### src/rtl/tcs_pkg.sv
package tcs_pkg;
    localparam int SET_STRIDE  = 672;
    localparam int OFF_W       = $clog2(SET_STRIDE);
    localparam int CMD_BASE    = 48;
    localparam int CMD_STRIDE  = 20;

    localparam int OFF_WAIT    = 16;
    localparam int OFF_CTRL    = 20;
    localparam int OFF_STAT    = 24;
    localparam int OFF_CMDEN   = 28;

    localparam int COM_IRQ_EN  = 0;
    localparam int COM_IRQ_STS = 4;
    localparam int COM_IRQ_CLR = 8;
    localparam int COM_END     = 16;

    localparam int FLD_MSGID   = 0;
    localparam int FLD_ADDR    = 4;
    localparam int FLD_DATA    = 8;
    localparam int FLD_STAT    = 12;
    localparam int FLD_RESP    = 16;

    localparam int CTRL_EN_BIT    = 16;
    localparam int CTRL_TRIG_BIT  = 24;
    localparam int CST_ISSUED_BIT = 8;
    localparam int CST_DONE_BIT   = 16;

    typedef enum logic {
        SEQ_IDLE = 1'b0,
        SEQ_RUN  = 1'b1
    } seq_state_e;

    typedef struct packed {
        logic [31:0] msgid;
        logic [31:0] addr;
        logic [31:0] data;
    } cmd_entry_t;

    function automatic int idx_w(input int n);
        return (n > 1) ? $clog2(n) : 1;
    endfunction
endpackage

### src/rtl/tcs_set.sv
module tcs_set
    import tcs_pkg::*;
#(
    parameter int NUM_CMDS = 4,
    localparam int CMD_W = idx_w(NUM_CMDS)
) (
    input  logic             clk,
    input  logic             rst,
    input  logic             wr_en,
    input  logic [OFF_W-1:0] off,
    input  logic [31:0]      wdata,
    output logic [31:0]      rdata,
    input  logic             ack,
    input  logic             rsp_hit,
    input  logic [CMD_W-1:0] rsp_cmd,
    input  logic [31:0]      rsp_data,
    output logic             req_valid,
    output logic [CMD_W-1:0] req_cmd,
    output cmd_entry_t       req_entry,
    output logic             done
);
    cmd_entry_t          ent_q  [NUM_CMDS];
    logic [31:0]         resp_q [NUM_CMDS];
    logic [NUM_CMDS-1:0] issued_q, compl_q, wait_q, cmden_q, pend_q, left_q;
    logic                en_q, trig_q;
    seq_state_e          st_q;

    logic                slot_hit;
    logic [CMD_W-1:0]    slot_idx;
    logic [4:0]          slot_fld;
    logic                start;

    // Map an in-set offset onto a slot index and a field offset.
    function automatic logic slot_decode(input logic [OFF_W-1:0] o,
                                         output logic [CMD_W-1:0] idx,
                                         output logic [4:0] fld);
        slot_decode = 1'b0;
        idx = '0;
        fld = '0;
        for (int c = 0; c < NUM_CMDS; c++) begin
            if (int'(o) >= CMD_BASE + c*CMD_STRIDE &&
                int'(o) <  CMD_BASE + (c+1)*CMD_STRIDE) begin
                slot_decode = 1'b1;
                idx = CMD_W'(c);
                fld = 5'(int'(o) - CMD_BASE - c*CMD_STRIDE);
            end
        end
    endfunction

    always_comb slot_hit = slot_decode(off, slot_idx, slot_fld);

    // Rising trigger with mode already enabled, only when idle.
    assign start = wr_en && (int'(off) == OFF_CTRL) && wdata[CTRL_TRIG_BIT]
                   && !trig_q && en_q && (st_q == SEQ_IDLE);

    // Lowest pending slot goes next.
    always_comb begin
        req_cmd = '0;
        for (int c = NUM_CMDS-1; c >= 0; c--)
            if (pend_q[c]) req_cmd = CMD_W'(c);
    end

    assign req_valid = (st_q == SEQ_RUN) && (|pend_q);
    assign req_entry = ent_q[req_cmd];
    assign done      = (st_q == SEQ_RUN) && (pend_q == '0) && (left_q == '0);

    always_ff @(posedge clk) begin
        if (rst) begin
            for (int c = 0; c < NUM_CMDS; c++) begin
                ent_q[c]  <= '0;
                resp_q[c] <= '0;
            end
            issued_q <= '0;
            compl_q  <= '0;
            wait_q   <= '0;
            cmden_q  <= '0;
            pend_q   <= '0;
            left_q   <= '0;
            en_q     <= 1'b0;
            trig_q   <= 1'b0;
            st_q     <= SEQ_IDLE;
        end else begin
            if (wr_en) begin
                if (slot_hit) begin
                    case (int'(slot_fld))
                        FLD_MSGID: ent_q[slot_idx].msgid <= wdata;
                        FLD_ADDR:  ent_q[slot_idx].addr  <= wdata;
                        FLD_DATA:  ent_q[slot_idx].data  <= wdata;
                        default: ;
                    endcase
                end else begin
                    case (int'(off))
                        OFF_WAIT:  wait_q  <= wdata[NUM_CMDS-1:0];
                        OFF_CMDEN: cmden_q <= wdata[NUM_CMDS-1:0];
                        OFF_CTRL: begin
                            en_q   <= wdata[CTRL_EN_BIT];
                            trig_q <= wdata[CTRL_TRIG_BIT];
                        end
                        default: ;
                    endcase
                end
            end
            if (start) begin
                st_q     <= SEQ_RUN;
                pend_q   <= cmden_q;
                left_q   <= cmden_q & wait_q;
                issued_q <= '0;
                compl_q  <= '0;
            end else if (st_q == SEQ_RUN) begin
                if (done) st_q <= SEQ_IDLE;
                if (ack) begin
                    pend_q[req_cmd]   <= 1'b0;
                    issued_q[req_cmd] <= 1'b1;
                end
                if (rsp_hit && !pend_q[rsp_cmd]) begin
                    left_q[rsp_cmd]  <= 1'b0;
                    compl_q[rsp_cmd] <= 1'b1;
                    resp_q[rsp_cmd]  <= rsp_data;
                end
            end
        end
    end

    always_comb begin
        rdata = '0;
        if (slot_hit) begin
            case (int'(slot_fld))
                FLD_MSGID: rdata = ent_q[slot_idx].msgid;
                FLD_ADDR:  rdata = ent_q[slot_idx].addr;
                FLD_DATA:  rdata = ent_q[slot_idx].data;
                FLD_STAT: begin
                    rdata[CST_ISSUED_BIT] = issued_q[slot_idx];
                    rdata[CST_DONE_BIT]   = compl_q[slot_idx];
                end
                FLD_RESP:  rdata = resp_q[slot_idx];
                default: ;
            endcase
        end else begin
            case (int'(off))
                OFF_WAIT:  rdata = 32'(wait_q);
                OFF_CMDEN: rdata = 32'(cmden_q);
                OFF_STAT:  rdata = {31'd0, st_q == SEQ_IDLE};
                OFF_CTRL: begin
                    rdata[CTRL_EN_BIT]   = en_q;
                    rdata[CTRL_TRIG_BIT] = trig_q;
                end
                default: ;
            endcase
        end
    end
endmodule

### src/rtl/tcs_arb.sv
module tcs_arb #(
    parameter int N = 2
) (
    input  logic         clk,
    input  logic         rst,
    input  logic [N-1:0] req,
    input  logic         ready,
    output logic [N-1:0] grant
);
    logic [N-1:0] pick, held_q;
    logic         lock_q;

    always_comb begin
        pick = '0;
        for (int i = N-1; i >= 0; i--) begin
            if (req[i]) begin
                pick    = '0;
                pick[i] = 1'b1;
            end
        end
    end

    assign grant = lock_q ? held_q : pick;

    always_ff @(posedge clk) begin
        if (rst) begin
            lock_q <= 1'b0;
            held_q <= '0;
        end else begin
            lock_q <= (|grant) && !ready;
            held_q <= grant;
        end
    end
endmodule

### src/rtl/tcs_engine.sv
module tcs_engine
    import tcs_pkg::*;
#(
    parameter int NUM_SETS = 2,
    parameter int NUM_CMDS = 4,
    parameter int ADDR_W   = 12,
    localparam int SET_W = idx_w(NUM_SETS),
    localparam int CMD_W = idx_w(NUM_CMDS),
    localparam int TAG_W = SET_W + CMD_W
) (
    input  logic              clk,
    input  logic              rst,
    input  logic              reg_wr,
    input  logic [ADDR_W-1:0] reg_addr,
    input  logic [31:0]       reg_wdata,
    output logic [31:0]       reg_rdata,
    output logic              req_valid,
    input  logic              req_ready,
    output logic [TAG_W-1:0]  req_tag,
    output logic [31:0]       req_msgid,
    output logic [31:0]       req_addr,
    output logic [31:0]       req_data,
    input  logic              rsp_valid,
    input  logic [TAG_W-1:0]  rsp_tag,
    input  logic [31:0]       rsp_data,
    output logic              irq
);
    logic [NUM_SETS-1:0] in_rng, rsp_hit, ack, set_req, grant_vec, done_vec, clr_vec;
    logic [NUM_SETS-1:0] irq_en_q, irq_sts_q;
    logic [OFF_W-1:0]    set_off   [NUM_SETS];
    logic [31:0]         set_rdata [NUM_SETS];
    logic [CMD_W-1:0]    set_cmd   [NUM_SETS];
    cmd_entry_t          set_ent   [NUM_SETS];
    cmd_entry_t          sel_ent;
    logic                com_sel;

    for (genvar s = 0; s < NUM_SETS; s++) begin : g_set
        localparam int LO = s * SET_STRIDE;
        assign in_rng[s]  = (int'(reg_addr) >= LO) && (int'(reg_addr) < LO + SET_STRIDE);
        assign set_off[s] = OFF_W'(int'(reg_addr) - LO);
        assign rsp_hit[s] = rsp_valid && (int'(rsp_tag[TAG_W-1:CMD_W]) == s);
        assign ack[s]     = grant_vec[s] & req_ready;

        tcs_set #(.NUM_CMDS(NUM_CMDS)) u_set (
            .clk      (clk),
            .rst      (rst),
            .wr_en    (reg_wr && in_rng[s]),
            .off      (set_off[s]),
            .wdata    (reg_wdata),
            .rdata    (set_rdata[s]),
            .ack      (ack[s]),
            .rsp_hit  (rsp_hit[s]),
            .rsp_cmd  (rsp_tag[CMD_W-1:0]),
            .rsp_data (rsp_data),
            .req_valid(set_req[s]),
            .req_cmd  (set_cmd[s]),
            .req_entry(set_ent[s]),
            .done     (done_vec[s])
        );
    end

    tcs_arb #(.N(NUM_SETS)) u_arb (
        .clk  (clk),
        .rst  (rst),
        .req  (set_req),
        .ready(req_ready),
        .grant(grant_vec)
    );

    always_comb begin
        req_tag = '0;
        sel_ent = '0;
        for (int s = 0; s < NUM_SETS; s++) begin
            if (grant_vec[s]) begin
                req_tag = {SET_W'(s), set_cmd[s]};
                sel_ent = set_ent[s];
            end
        end
    end

    assign req_valid = |grant_vec;
    assign req_msgid = sel_ent.msgid;
    assign req_addr  = sel_ent.addr;
    assign req_data  = sel_ent.data;

    // Shared interrupt registers below the first set's own registers.
    assign com_sel = int'(reg_addr) < COM_END;
    assign clr_vec = (reg_wr && int'(reg_addr) == COM_IRQ_CLR) ? reg_wdata[NUM_SETS-1:0] : '0;

    always_ff @(posedge clk) begin
        if (rst) begin
            irq_en_q  <= '0;
            irq_sts_q <= '0;
        end else begin
            if (reg_wr && int'(reg_addr) == COM_IRQ_EN)
                irq_en_q <= reg_wdata[NUM_SETS-1:0];
            irq_sts_q <= (irq_sts_q & ~clr_vec) | done_vec;
        end
    end

    assign irq = |(irq_sts_q & irq_en_q);

    always_comb begin
        reg_rdata = '0;
        for (int s = 0; s < NUM_SETS; s++)
            if (in_rng[s]) reg_rdata = set_rdata[s];
        if (com_sel) begin
            case (int'(reg_addr))
                COM_IRQ_EN:  reg_rdata = 32'(irq_en_q);
                COM_IRQ_STS: reg_rdata = 32'(irq_sts_q);
                default:     reg_rdata = '0;
            endcase
        end
    end
endmodule

### config.mk
export PLATFORM = sky130hd
export DESIGN_NAME = tcs_engine
export DESIGN_NICKNAME = d
export VERILOG_FILES = /design/src/rtl/tcs_pkg.sv /design/src/rtl/tcs_set.sv /design/src/rtl/tcs_arb.sv /design/src/rtl/tcs_engine.sv
export SDC_FILE = /design/constraint.sdc
export NUM_CORES = 2
export LEC_CHECK = 0
export BUFFER_PORTS_ARGS = -buffer_cell sky130_fd_sc_hd__buf_2
export CELL_PAD_IN_SITES_DETAIL_PLACEMENT = 0
export CELL_PAD_IN_SITES_GLOBAL_PLACEMENT = 1
export CORE_MARGIN = 3
export CORE_UTILIZATION = 30
export CTS_BUF_LIST = sky130_fd_sc_hd__clkbuf_16
export CTS_CLUSTER_DIAMETER = 40
export DETAILED_ROUTE_END_ITERATION = 6
export GPL_TIMING_DRIVEN = 0
export PLACE_DENSITY_LB_ADDON = 0.1
export SLEW_MARGIN = 20
export SYNTH_ARGS = -nofsm -noshare
export SYNTH_HDL_FRONTEND = slang
export SYNTH_HIERARCHICAL = 1
export SYNTH_SLANG_ARGS = --single-unit
### constraint.sdc
create_clock -name clk -period 12.25 [get_ports clk]
set_input_delay 1.8375 -clock clk [delete_from_list [all_inputs] [get_ports clk]]
set_output_delay 1.8375 -clock clk [all_outputs]
set_load 0.05 [all_outputs]
# [Word level (Yosys, flattened, before mapping)]
# Memories as Yosys holds them, arrays and structs flattened.
# Index checks and enable logic that the tools add are counted.
[totals] inputBits=84 word_cells=337 register_bits=61 output_inout_bits=133 memories=4 ram_bits=1024
[memory_table] name="g_set[0].u_set.ent_q" words=4 word_bits=96 read_ports=2 rd_ports_with_merged_regs=0 write_ports=4 line_no="tcs_set.sv:22" source="cmd_entry_t ent_q [NUM_CMDS];"
[memory_table] name="g_set[1].u_set.ent_q" words=4 word_bits=96 read_ports=2 rd_ports_with_merged_regs=0 write_ports=4 line_no="tcs_set.sv:22"
[memory_table] name="g_set[0].u_set.resp_q" words=4 word_bits=32 read_ports=1 rd_ports_with_merged_regs=0 write_ports=4 line_no="tcs_set.sv:23" source="logic [31:0] resp_q [NUM_CMDS];"
[memory_table] name="g_set[1].u_set.resp_q" words=4 word_bits=32 read_ports=1 rd_ports_with_merged_regs=0 write_ports=4 line_no="tcs_set.sv:23"
[op_classes] magnitude_cmp=28 muxes=150 bitwise_logic=24 reduce_logical=80 eq_ne=20 addsub=9
[op_table] op="96-bit 2-to-1 mux" n=4
[op_table] op="32-bit 2-to-1 mux" n=7
[op_table] op="96-bit OR reduction" n=2
[op_table] op="15-bit case mux with 4 select lines" n=2
[op_table] op="10-bit by 5-bit == test with 1-bit output, second input constant" n=8
[op_table] op="1-bit 2-to-1 mux" n=73
[op_table] op="8-bit case mux with 4 select lines" n=2
[op_table] op="32-bit OR reduction" n=2
[op_table] op="10-bit by 7-bit greater-or-equal comparator with 1-bit output, second input constant" n=6
[op_table] op="10-bit by 7-bit less-than comparator with 1-bit output, second input constant" n=6
[op_table] op="7-bit case mux with 4 select lines" n=2
[op_table] op="4-bit 2-to-1 mux" n=12
[op_table] op="2-bit 2-to-1 mux" n=21
[op_table] op="5-bit 2-to-1 mux" n=8
[op_table] op="1-bit logical AND" n=37
[op_table] op="5-bit subtractor, second input constant" n=6
[op_table] op="4-bit AND" n=6
[op_table] op="12-bit logical NOT" n=2
[op_table] op="4-bit case mux with 3 select lines" n=2
[op_table] op="10-bit by 6-bit == test with 1-bit output, second input constant" n=2
[op_table] op="5-bit by 4-bit == test with 1-bit output, second input constant" n=4
[op_table] op="10-bit by 6-bit greater-or-equal comparator with 1-bit output, second input constant" n=2
[op_table] op="10-bit by 8-bit less-than comparator with 1-bit output, second input constant" n=2
[op_table] op="1-bit case mux with 5 select lines" n=4
[op_table] op="31 further kinds" n=89

# [Longest topological paths before layout]
[logic_depth] depth_word=15 mapped_depth=17 depth_no_buf=15

# [Hierarchy]
# The synthesis kept the hierarchy.
[by_module_without_submodules] module="tcs_set at g_set[0].u_set" area_each_um2=25919.9 seq_area_each_um2=15915.3 instances=1 cells_per_inst=2347
[by_module_without_submodules] module="tcs_set at g_set[1].u_set" area_each_um2=25005.2 seq_area_each_um2=15915.3 instances=1 cells_per_inst=2256
[by_module_without_submodules] module="tcs_engine" area_each_um2=1762.9 seq_area_each_um2=80.1 instances=1 cells_per_inst=220
[by_module_without_submodules] module="tcs_arb" area_each_um2=117.6 seq_area_each_um2=60.1 instances=1 cells_per_inst=12

# [Worst setup path after synthesis]
# Ideal clock, no wire load.
[synth_path] kind="in2out" start="input port reg_addr[5]" end="output port reg_rdata[1]" arrival_ps=5919 slack_ps=4494 stages=17 n_path_buf=2 required_ps=10412 path_cell_list="inv_1 ha_1 inv_1 a21oi_1 xnor2_1 or4b_1 buf_2 a211oi_4 mux2i_1 o22ai_1 nor3_1 clkbuf_1 a21boi_0 nor4_1 o22ai_1 a21bo_1 a31oi_1"
[synth_rtl] element="start, declared" line_no="tcs_engine.sv:14" source="input logic [ADDR_W-1:0] reg_addr,"
[synth_rtl] element="end, declared" line_no="tcs_engine.sv:16" source="output logic [31:0] reg_rdata,"

==> results.yml <==
setup_path:
  crit_path_max_fanout: 12
  crit_arrival_ns: 8.86
  crit_top_cell: "a21oi_1"
  cp-start-kind: "input port"
  required_ns: 10.41
  crit_buf_inv: 7
  cp.depth: 18
  slowest_stage: "clkbuf_1"
  crit_family: "buffers and inverters"
  end_kind: "output pin"
  crit_path_cell_trace: "buf_2, inv_1, ha_1, inv_1, a21oi_1, xnor2_1, or4b_1, buf_2, nor2_1, clkbuf_1, o22a_1, nand4_1, clkbuf_1, a21oi_1, a21oi_1, a21oi_1, a22o_1, buf_2"
  reg2reg_depth: 11
  r2r-start: "g_set[1].u_set/st_q"
  endpoint: "reg_rdata[30]"
  worstSetupStartpoint: "reg_addr[5]"
  path_class: "in2out"
  r2r_setup_slack_ns: 7.88
  reg2reg_to: "g_set[1].u_set/pend_q[2]"
  critical-path-max-stage-delay_ns: 0.93
timing:
  worst_slew_pin_slew_ns: 1.26
  holdWs_ns: 0.446
  tns_ns: 0
  fin_crit_ns: 10.70
  final-setup-viol-count: 0
  clock_skew_ns: 0.0305
  hold_viol_final: 0
  rsz0062_at_grt: "no"
  relSlewSlack_pct: 16.2
  layout_setup_ws_ns: 1.55
  fmax_mhz: 93.5
  fin_crit_sh_pct: 87.3
  slew_violations: 0
yosys:
  synth_cell_types: 99
  synth_edf_count: 1024
  yosys-top-cells-count: "edfxtp_1, nand2_1, nor2_1"
  ys_seq_area_share_pct: 60.5
  yosys_warnings: 6
  synth_area_leader_cell: "edfxtp_1"
  ys_ff_latch: 1085
  synth.area.top_cells: "edfxtp_1, nand2_1, nor2_1"
  synth_area_um2: 52800
  avgSynthCellArea_um2: 10.9
  yosys.cell_count.top_type: "edfxtp_1"
  syn_nets: 4932
  synth_ff_type: "edfxtp_1"
  synth_cells: 4835
  synth_top_area_share_pct: 58.2
  synthArstFlopShare_pct: 0
power_and_ir_drop:
  internal-power_uw: 7980
  p_switching_uw: 2750
  ir_worst_vdd_uv: 144
  switching_share_pct: 25.6
  pwr-share-clk_pct: 53.0
  p_per_area_nw_per_um2: 166
  report.power.total_uw: 10700
  p_seq_share_pct: 40.2
  p_leak_uw: 0.0234
  combPwrFrac_pct: 6.8
clock_tree:
  worstSkewPairLatency_ns: 0.84
  cts_tree: "done"
  cts.clk_slew.worst_paths_ns: 0.05
  clkSinkCount: 1085
  cts_setup_buffers: 0
  cts_htree_levels: 4
  clockBufferDepth: 3
  cts_made_buffers: 201
  holdBufCountCts: 0
  cts_root_buffer: "clkbuf_16"
  cts_resized: 0
layout:
  fillers: 17300
  final_nets: 5381
  drive_gt1_share_pct: 14.4
  area_growth_syn_to_layout_pct: 22.6
floorplan:
  top_level_ports: 217
  die_h_um: 426
  initial_core_util_pct: 30.3
  core_region_area_um2: 174000
  rows: 153
  die_w_um: 426
  dieArea_um2: 181000
global_route:
  use_met1_pct: 40.1
  grt_max_degree: 33
  grt_pass1_wl_um: 390000
  met2_usage_pct: 50.1
  grt_pass1_vias: 43600
  track_usage_pct: 31.6
  top_usage_layer: "met2"
  grt_antenna_before_repair: 17
  met3_usage_pct: 6.77
  overflow: 0
detailed_routing:
  vias: 46300
  routed_wirelength_um: 295000
  drc: 21
  wl_per_cell_um: 37.8
  drt_first_pass_iters: 7
  final_antenna_net_count: 0
  initialDrtViolationCount: 7461
  drt-vias-per-instance: 5.95
outcome:
  violations: "DRC"
  status: "complete, but fails checks"
min_path:
  hold_class: "reg2reg"
placement:
  portBuffers: 216
  gp_congestion: 0.952
  dp_slack_ns: 1.84
  dp_hpwl_um: 223000
flow_run:
  maxCapViolCount: 0
-- final cells by class --
cell class,instances,area [µm²],share of cell area [%]
Antenna cell,8,20.0,0.0309
Clock inverter,168,1760,2.72
Timing Repair Buffer,246,1820,2.82
Tap cell,2325,2910,4.49
Multi-Input combinational cell,3187,18700,28.9
Clock buffer,206,5150,7.96
Sequential cell,1085,32000,49.4
Buffer,446,1910,2.95
Inverter,117,439,0.679
-- how the worst min path moves through the flow --
stage | endpoint | from | slack [ns] | cells past startpoint
2_1_floorplan | g_set[0].u_set/left_q[2] | g_set[0].u_set/left_q[2] | 0.43 | 2
3_5_place_dp | g_set[0].u_set/left_q[0] | g_set[0].u_set/left_q[0] | 0.44 | 2
3_3_place_gp | g_set[0].u_set/left_q[0] | g_set[0].u_set/left_q[0] | 0.44 | 2
6_report | g_set[0].u_set/left_q[0] | g_set[0].u_set/left_q[0] | 0.45 | 2
4_1_cts | g_set[0].u_set/left_q[0] | g_set[0].u_set/left_q[0] | 0.45 | 2
5_1_grt | g_set[0].u_set/left_q[0] | g_set[0].u_set/left_q[0] | 0.46 | 2
-- stage by stage --
| step | cells | util [%] | cell area (µm²) |
|---|---|---|---|
| 2_1_floorplan | 4835 | - | 52800 |
| 3_3_place_gp | 7376 | 32.6 | 56800 |
| 3_5_place_dp | 7406 | 33.1 | 57800 |
| 4_1_cts | 7780 | 37.1 | 64700 |
| 5_1_grt | 7780 | 37.1 | 64700 |
| 6_report | 7788 | 37.1 | 64700 |
-- placed cells by master (no fill, tap or decap), drive strengths merged, types with 12 or more instances in the layout --
master / netlist / routed
o21ai: 75 / 75
ha: 13 / 13
o211ai: 12 / 12
a22o: 134 / 134
or3: 14 / 14
o22ai: 170 / 170
nor3: 42 / 42
nor2: 627 / 627
a31oi: 117 / 117
nand3: 34 / 34
a222oi: 205 / 205
a211oi: 14 / 14
inv: 117 / 165
bufinv: 0 / 24
a21oi: 214 / 214
buf: 116 / 362
nand2b: 20 / 20
edfxtp: 1024 / 1024
mux2i: 28 / 28
nor4: 14 / 14
clkbuf: 330 / 536
dfxtp: 61 / 61
clkinv: 0 / 70
a22oi: 64 / 64
or2: 13 / 13
clkinvlp: 0 / 26
o221ai: 203 / 203
nand2: 772 / 772
and2: 272 / 272
-- worst min-delay path: cells and delay by family, from the launching register on --
kind / cells / cell delay (ns)
compound gates: 1 / 0.05
flops: 1 / 0.30
simple gates: 1 / 0.05
-- cells by family after synthesis --
kind of cell,after synthesis,share of synthesized area [%]
AOI/OAI and AO/OA,1279,18.3
xor gates and xnor gates,3,0.0498
buffers and inverters,563,4.42
and+or+nand+nor,1858,15.7
DFF,1085,60.5
muxes,33,0.637
adders and majority gates,14,0.327
-- power groups by stage --
stage                     clock network, µW  registers [µW]  logic, µW
after floorplan                           0            4350        305
after global placement                    0            4390        662
after detailed placement                  0            4380        699
after CTS                              5740            4310        701
after global routing                   5920            4320        738
final                                  5680            4310        726
-- flip-flops by register name (all words and copies together), names as in the netlist --
signal                count
g_set.u_set/st_q          2
g_set.u_set/issued_q      8
g_set.u_set/ent_q       768
u_arb/lock_q              1
g_set.u_set/pend_q        8
g_set.u_set/cmden_q       8
g_set.u_set/compl_q       8
irq_sts_q                 2
g_set.u_set/resp_q      256
u_arb/held_q              2
g_set.u_set/en_q          2
g_set.u_set/trig_q        2
irq_en_q                  2
g_set.u_set/wait_q        8
g_set.u_set/left_q        8
-- layer usage --
metal | wire length [µm] | share of wire, %
met1 | 114000 | 39
met2 | 135000 | 46
met3 | 26700 | 9.0
met4 | 18300 | 6.2
met5 | 41 | 0.014
(Power assumes the default switching activity.)
